==> src/rtl/irq_entry_seq.sv <==
module irq_entry_seq #(
  parameter int DW          = 16,
  parameter int AW          = 20,
  parameter int TW          = 8,
  parameter int IF_BIT      = 9,
  parameter int TF_BIT      = 8,
  parameter int OF_BIT      = 11,
  parameter int NMI_LOW_MIN = 2
) (
  input  logic          clk,
  input  logic          rst_n,
  input  logic          insn_done,
  input  logic          iret_req,
  input  logic          sw_req,
  input  logic [TW-1:0] sw_type,
  input  logic          into_req,
  input  logic          bound_req,
  input  logic          nmi_in,
  input  logic          intr_in,
  output logic          inta_o,
  input  logic [TW-1:0] ack_data,
  input  logic [DW-1:0] cur_flags,
  input  logic [DW-1:0] cur_cs,
  input  logic [DW-1:0] cur_ip,
  input  logic [DW-1:0] cur_ss,
  input  logic [DW-1:0] cur_sp,
  output logic          mem_valid,
  output logic          mem_we,
  output logic [AW-1:0] mem_addr,
  output logic [DW-1:0] mem_wdata,
  input  logic [DW-1:0] mem_rdata,
  input  logic          mem_ready,
  output logic          busy,
  output logic          upd_valid,
  output logic [DW-1:0] upd_ip,
  output logic [DW-1:0] upd_cs,
  output logic [DW-1:0] upd_sp,
  output logic [DW-1:0] upd_flags
);
  localparam int LCW = $clog2(NMI_LOW_MIN + 1);
  localparam int WB  = DW / 8;
  localparam logic [DW-1:0] W1 = DW'(WB);
  localparam logic [DW-1:0] W2 = DW'(2 * WB);
  localparam logic [DW-1:0] W3 = DW'(3 * WB);
  localparam logic [DW-1:0] MASK = (DW'(1) << IF_BIT) | (DW'(1) << TF_BIT);
  localparam logic [TW-1:0] T_TRAP = TW'(1);
  localparam logic [TW-1:0] T_NMI  = TW'(2);
  localparam logic [TW-1:0] T_OVF  = TW'(4);
  localparam logic [TW-1:0] T_BND  = TW'(5);

  typedef enum logic [3:0] {
    S_IDLE, S_ACK1, S_GAP, S_ACK2, S_PF, S_PC, S_PI,
    S_VI, S_VC, S_RI, S_RC, S_RF, S_DONE
  } st_t;

  st_t st;
  logic [TW-1:0] typ;
  logic [DW-1:0] s_flags, s_cs, s_ip, s_ss, s_sp;
  logic ret_mode;
  logic nmi_prev, nmi_pend;
  logic [LCW-1:0] low_cnt;

  wire nmi_edge = nmi_in && !nmi_prev && (low_cnt >= LCW'(NMI_LOW_MIN));
  wire ovf_hit  = into_req && cur_flags[OF_BIT];
  wire sw_hit   = sw_req || ovf_hit || bound_req;
  wire intr_hit = intr_in && cur_flags[IF_BIT];
  wire trap_hit = cur_flags[TF_BIT];
  wire accept   = (st == S_IDLE) && insn_done;
  wire nmi_take = accept && !iret_req && !sw_hit && nmi_pend;
  wire take_any = sw_hit || nmi_pend || intr_hit || trap_hit;
  wire [TW-1:0] sw_sel = sw_req ? sw_type : (ovf_hit ? T_OVF : T_BND);

  assign busy      = (st != S_IDLE);
  assign inta_o    = (st == S_ACK1) || (st == S_ACK2);
  assign upd_valid = (st == S_DONE);
  assign mem_valid = (st >= S_PF) && (st <= S_RF);
  assign mem_we    = (st == S_PF) || (st == S_PC) || (st == S_PI);

  logic [DW-1:0] off, sp_off;
  logic [DW+3:0] seg_base;
  always_comb begin
    case (st)
      S_PF:    off = -W1;
      S_PC:    off = -W2;
      S_PI:    off = -W3;
      S_RC:    off = W1;
      S_RF:    off = W2;
      default: off = '0;
    endcase
    sp_off   = s_sp + off;
    seg_base = {s_ss, 4'b0000};
    if (st == S_VI || st == S_VC)
      mem_addr = AW'({typ, 2'b00}) + ((st == S_VC) ? AW'(WB) : AW'(0));
    else
      mem_addr = AW'(seg_base) + AW'(sp_off);
    case (st)
      S_PF:    mem_wdata = s_flags;
      S_PC:    mem_wdata = s_cs;
      S_PI:    mem_wdata = s_ip;
      default: mem_wdata = '0;
    endcase
  end

  always_ff @(posedge clk) begin
    if (!rst_n) begin
      nmi_prev <= 1'b0;
      low_cnt  <= '0;
      nmi_pend <= 1'b0;
    end else begin
      nmi_prev <= nmi_in;
      if (nmi_in) low_cnt <= '0;
      else if (low_cnt < LCW'(NMI_LOW_MIN)) low_cnt <= low_cnt + 1'b1;
      if (nmi_edge) nmi_pend <= 1'b1;
      else if (nmi_take) nmi_pend <= 1'b0;
    end
  end

  always_ff @(posedge clk) begin
    if (!rst_n) begin
      st        <= S_IDLE;
      typ       <= '0;
      ret_mode  <= 1'b0;
      s_flags   <= '0;
      s_cs      <= '0;
      s_ip      <= '0;
      s_ss      <= '0;
      s_sp      <= '0;
      upd_ip    <= '0;
      upd_cs    <= '0;
      upd_sp    <= '0;
      upd_flags <= '0;
    end else begin
      case (st)
        S_IDLE: if (accept && (iret_req || take_any)) begin
          s_flags  <= cur_flags;
          s_cs     <= cur_cs;
          s_ip     <= cur_ip;
          s_ss     <= cur_ss;
          s_sp     <= cur_sp;
          ret_mode <= iret_req;
          if (iret_req) st <= S_RI;
          else if (sw_hit) begin typ <= sw_sel; st <= S_PF; end
          else if (nmi_pend) begin typ <= T_NMI; st <= S_PF; end
          else if (intr_hit) st <= S_ACK1;
          else begin typ <= T_TRAP; st <= S_PF; end
        end
        S_ACK1: st <= S_GAP;
        S_GAP:  st <= S_ACK2;
        S_ACK2: begin typ <= ack_data; st <= S_PF; end
        S_PF: if (mem_ready) st <= S_PC;
        S_PC: if (mem_ready) st <= S_PI;
        S_PI: if (mem_ready) st <= S_VI;
        S_VI: if (mem_ready) begin upd_ip <= mem_rdata; st <= S_VC; end
        S_VC: if (mem_ready) begin
          upd_cs    <= mem_rdata;
          upd_flags <= s_flags & ~MASK;
          upd_sp    <= s_sp - W3;
          st        <= S_DONE;
        end
        S_RI: if (mem_ready) begin upd_ip <= mem_rdata; st <= S_RC; end
        S_RC: if (mem_ready) begin upd_cs <= mem_rdata; st <= S_RF; end
        S_RF: if (mem_ready) begin
          upd_flags <= mem_rdata;
          upd_sp    <= s_sp + W3;
          st        <= S_DONE;
        end
        S_DONE:  st <= S_IDLE;
        default: st <= S_IDLE;
      endcase
    end
  end
endmodule

==> config.mk <==
export PLATFORM = sky130hd
export DESIGN_NAME = irq_entry_seq
export DESIGN_NICKNAME = d
export VERILOG_FILES = /design/src/rtl/irq_entry_seq.sv
export SDC_FILE = /design/constraint.sdc
export NUM_CORES = 1
export LEC_CHECK = 0
export CAP_MARGIN = 25
export CORE_MARGIN = 2
export CORE_UTILIZATION = 40
export CTS_CLUSTER_DIAMETER = 120
export DETAILED_ROUTE_END_ITERATION = 8
export MAX_ROUTING_LAYER = met4
export PLACE_DENSITY = 0.64
export SLEW_MARGIN = 20
export SYNTH_ARGS = -nofsm -noshare
export SYNTH_HDL_FRONTEND = slang
export SYNTH_SLANG_ARGS = --single-unit
==> constraint.sdc <==
create_clock -name clk -period 5.95 [get_ports clk]
set_input_delay 1.19 -clock clk [delete_from_list [all_inputs] [get_ports clk]]
set_output_delay 1.19 -clock clk [all_outputs]
set_load 0.01 [all_outputs]
# After elaboration in Yosys (flattened, before gate mapping)
# Cells that the tools add are included.
dict set report classes {
  addsub 6
  order_cmp 4
  eq_ne 24
  n_mux 33
  n_bitwise 1
  n_reduce_logical 38
}
# cell count
set ops {}
lappend ops {{$pmux W16 S5} 1}
lappend ops {{$mux W16} 4}
lappend ops {{$pmux W16 S2} 2}
lappend ops {{$mux W8} 6}
lappend ops {{$pmux W16 S3} 1}
lappend ops {{$pmux W4 S11} 1}
lappend ops {{$mux W4} 9}
lappend ops {{$add A20 B16 Y20} 1}
lappend ops {{$eq A4 B4 Y1 const B} 5}
lappend ops {{$mux W20} 1}
lappend ops {{$ne A2 B2 Y1 const B} 9}
lappend ops {{$add A16 B16 Y16} 1}
lappend ops {{$add A16 B3 Y16 const B} 1}
lappend ops {{$eq A4 B3 Y1 const B} 4}
lappend ops {{$pmux W8 S2} 1}
lappend ops {{$sub A16 B3 Y16 const B} 1}
lappend ops {{$add A10 B2 Y11} 1}
lappend ops {{$logic_and A1 B1 Y1} 10}
lappend ops {{$logic_or A1 B1 Y1} 10}
lappend ops {{$mux W3} 3}
lappend ops {{$eq A4 B2 Y1 const B} 2}
lappend ops {{$reduce_and A8 Y1} 1}
lappend ops {{$reduce_or A2 Y1} 4}
lappend ops {{$reduce_and A2 Y1} 3}
lappend ops {{other kinds (17)} 24}
dict set report word_totals {
  ff_bits 160
}

# Logic depth before layout (Yosys ltp)
dict set report depth {
  depth_word 10
  mapped_depth 21
  mapped_depth_nobuf 20
}

# Worst setup path before layout
# Ideal clock, no wire load.
dict set report synth_timing {
  path_type {register -> output}
  from {register st[2]}
  to {output mem_addr[17]}
  t_arrival_ps 4285
  required_ps 4760
  setup_slack_ps 475
  stages_incl_launch_ff 21
  path_buffers 1
  cell_sequence {dfxtp_1 -> inv_1 -> ha_1 -> nand3_2 -> clkbuf_1 -> and2_1 -> inv_1 -> ha_1 -> a21oi_1 -> nor2b_1 -> a31o_2 -> o21ai_0 -> o21ai_0 -> xor2_1 -> ha_1 -> a21oi_1 -> o21ai_0 -> or3_1 -> o211ai_1 -> o21ai_0 -> mux2i_1}
}
dict set report synth_between {
  elab_chain_cells 5
  word_cells_on_any_way 12
}
# element line_no
set synth_rtl {}
lappend synth_rtl {{start, declared} 56} ;# st_t st;
lappend synth_rtl {{start signal, assigned} 120} ;# st <= S_IDLE;
lappend synth_rtl {{start signal, assigned} 141} ;# if (iret_req) st <= S_RI;
lappend synth_rtl {{start signal, assigned} 142} ;# else if (sw_hit) begin typ <= sw_sel; st <= S_PF; end
lappend synth_rtl {{$eq A4 B4 Y1 / $eq A4 B3 Y1 (equally long branches)} 82} ;# case (st)
lappend synth_rtl {{$pmux W16 S5} 82}
lappend synth_rtl {{$add A16 B16 Y16} 90} ;# sp_off = s_sp + off;
lappend synth_rtl {{$add A20 B16 Y20} 95} ;# mem_addr = AW'(seg_base) + AW'(sp_off);
lappend synth_rtl {{$mux W20 (*)} 92} ;# if (st == S_VI || st == S_VC)
lappend synth_rtl {{end, declared} 29} ;# output logic [AW-1:0] mem_addr,
# Every way passes the cells marked *; elsewhere a longest branch is shown, timed or not.

# Worst setup path after layout
# Same ends and word-level chain as after synthesis.

==> flow_summary.toml <==
[route]
drt-wirelength-per-cell_um = 17.53
first_iter_violations = 484
dr.pass1.iters = 5
drc = 0
routed_via_density = 5.307
wirelength_um = 27950
ant_nets = 0
vias = 8465

[setup_path]
crit_family = "adder cells"
arrival_ns = 4.44
cp_slowest_stage_delay_ns = 0.41
end_kind = "primary output"
worstPathRequired_ns = 4.76
crit_path_top_delay_cell = "fa_1"
start_kind = "flip-flop"
path_cells = "inv_1 > ha_2 > a21oi_1 > nor2_1 > ha_1 > inv_1 > fa_1 > nor2b_2 > o31a_1 > o21ai_0 > o21ai_0 > a21oi_1 > xnor2_1 > ha_1 > inv_1 > o21ai_0 > or3_1 > o211ai_1 > o21ai_1 > mux2i_1 > clkdlybuf4s15_1"
crit_path_max_fanout = 5
critPathBufInv = 4
path_class = "flip-flop to primary output"

[place]
place_area_um2 = 10990
dp_cells = 1559
dp_hpwl_um = 20660
gp_congestion = 0.9028
preCtsSetupSlack_ns = 0.3448
portBuffers = 226

[power_and_ir_drop]
total_leakage_power_nw = 4.322
ir_drop_uv = 231.3
power_density_nw_per_um2 = 413.1
total_power_mw = 4.799

[sta]
tightest_slew_ns = 0.9219
holdWs_ns = 0.4536
finalHoldViolCount = 0
min_period_over_period_pct = 94.56
finClkSkew_ns = 0.009128
setup_tns_ns = 0
slew_headroom_pct = 38.54
fin_crit_ns = 5.626
setup_viol = 0
clock.fmax_ghz = 0.1777
setup_ws_ns = 0.3239
drv_slew = 0

[global_routing]
grt_max_degree = 88
gr-total-overflow = 0
antenna_found_initial = 0
gr-usage-all-layers_pct = 25.06
grt_pass1_wl_um = 42640
grt_pass1_vias = 7892

[die]
die_height_um = 150.1
ios = 227
core_um2 = 20960
dieWidth_um = 150.1
start_util_pct = 40.74
die-area_um2 = 22530
placement_rows = 53

[cts]
cts_tree = "done"
hold_buffers = 0
root_buffer = "clkbuf_16"
numCtsBuffers = 17
cts.sinks = 160
clk_latency_ns = 0.43
cts_buffer_depth = 2
htreeDepth = 4
clkTransAtPathRegs_ns = 0.06

[synth]
synth-edff-count = 0
syn_area_per_cell_um2 = 7.726
synth-seq-cells = 160
yosysSeqAreaShare_pct = 37.52
async_reset_ff_share_pct = 0
ys.flop_type = "dfxtp_1"
yosysWarningCount = 0
syn_nets = 1274
synthCells = 1105
ys_types = 60
netlist_area_um2 = 8537

[final_layout]
seq_area_um2 = 3203
final_util_pct = 55.44
final_common_cell = "nand2_1"
multiInputGateArea_um2 = 4996
final_nets = 1475
design_area_um2 = 11620
final_cell_mix = "nand2_1 (271), clkdlybuf4s50_1 (218), dfxtp_1 (160), a21oi_1 (145), nor2_1 (87)"
final_layout_size_suffix_gt1_share_pct = 5.080
n_fill_cell = 2037
final_cells = 1595
syn2layout_area_growth_pct = 36.08

[status]
status = "finished, final reports clean"

[flow_run]
cap_violations = 0

[worst_hold_path]
min_path_type = "flip-flop to flip-flop"
[area by class of cell]
cell class              instances  share of cell area [%]
inverters                      23                  0.7647
multi-input cells             861                   43.00
repair buffers                243                   20.72
diodes                          1                 0.02154
flip-flops and latches        160                   27.57
clock buffers                  22                   4.082
clock inverters                10                  0.8724
well taps                     275                   2.962
[synthesized netlist by cell type (all sizes together), types with 3 or more instances]
cell | number | area share [%]
or3 | 6 | 0.44
buf | 27 | 1.6
o21a | 12 | 1.1
ha | 44 | 6.4
nand2 | 273 | 12
clkbuf | 34 | 1.5
xnor2 | 16 | 1.6
a211oi | 15 | 1.4
xor2 | 9 | 0.92
inv | 23 | 1.0
and4 | 3 | 0.31
o211ai | 11 | 0.97
and3 | 5 | 0.37
nand4 | 5 | 0.37
nand3 | 17 | 1.1
and2 | 9 | 0.66
a31oi | 8 | 0.76
mux2i | 36 | 4.2
o21ai | 46 | 2.7
nor2b | 23 | 1.7
a31o | 3 | 0.31
o21bai | 5 | 0.44
nor2 | 87 | 3.8
dfxtp | 160 | 38
a21o | 6 | 0.53
a311oi | 21 | 2.2
a21oi | 148 | 8.9
nor3 | 16 | 0.94
nand2b | 9 | 0.66
fa | 3 | 0.70
[metal layers]
metal | track usage [%] | share of wire (%) | wire length [um] | vias up
li1 | - | - | - | 4236
met1 | 32.79 | 46 | 12830 | 3942
met2 | 38.31 | 45 | 12640 | 250
met3 | 6.212 | 6.8 | 1914 | 37
met4 | 7.736 | 2.1 | 574 | 0
met5 | - | 0 | 0 | -
[power breakdown]
group	internal (mW)	switching (mW)
Sequential	1.26	0.139
Combinational	0.996	1.32
Clock	0.616	0.465
Total	2.88	1.92
[logic make-up (layout without fill, tap and decap cells)]
logic type                 after synthesis  in the layout  synth area share, %
AOI/OAI and AO/OA                      292            292                21.27
xor gates and xnor gates                25             25                2.565
adders and majority gates               47             47                7.152
buffers and inverters                   84            298                4.148
DFF                                    160            160                37.52
muxes                                   36             36                4.221
other                                    0              1                    0
and+or+nand+nor                        461            461                23.13
[registers in the layout (all words and copies together), names as in the netlist]
name and flops:
s_cs 16, s_flags 16, s_ip 16, s_sp 16
s_ss 16, upd_cs 16, upd_flags 16, upd_ip 16
upd_sp 16, typ 8, st 4, low_cnt 2
nmi_pend 1, nmi_prev 1
[path summary, 6_finish.rpt]
path	from	end	slack, ns	depth (start not counted)
setup / recovery	st[2]	mem_addr[17]	0.32	21
hold / removal	upd_sp[6]	upd_sp[6]	0.45	2
setup reg to reg	st[2]	upd_sp[12]	2.44	12
hold reg to reg	upd_sp[6]	upd_sp[6]	0.45	2
[repair_timing]
item | in CTS | in global routing
endpoints found under the setup margin | 4 | 8
resized for setup | 4 | 12
setup buffers | 0 | 3
pin swaps | 2 | 5
[worst min-delay path, cell delays in order, from the launching register on]
cell and delay (ns):
dfxtp_1 0.31, nand2_1 0.05, a21oi_1 0.05
Note: power is estimated with default switching activity, not from simulation.
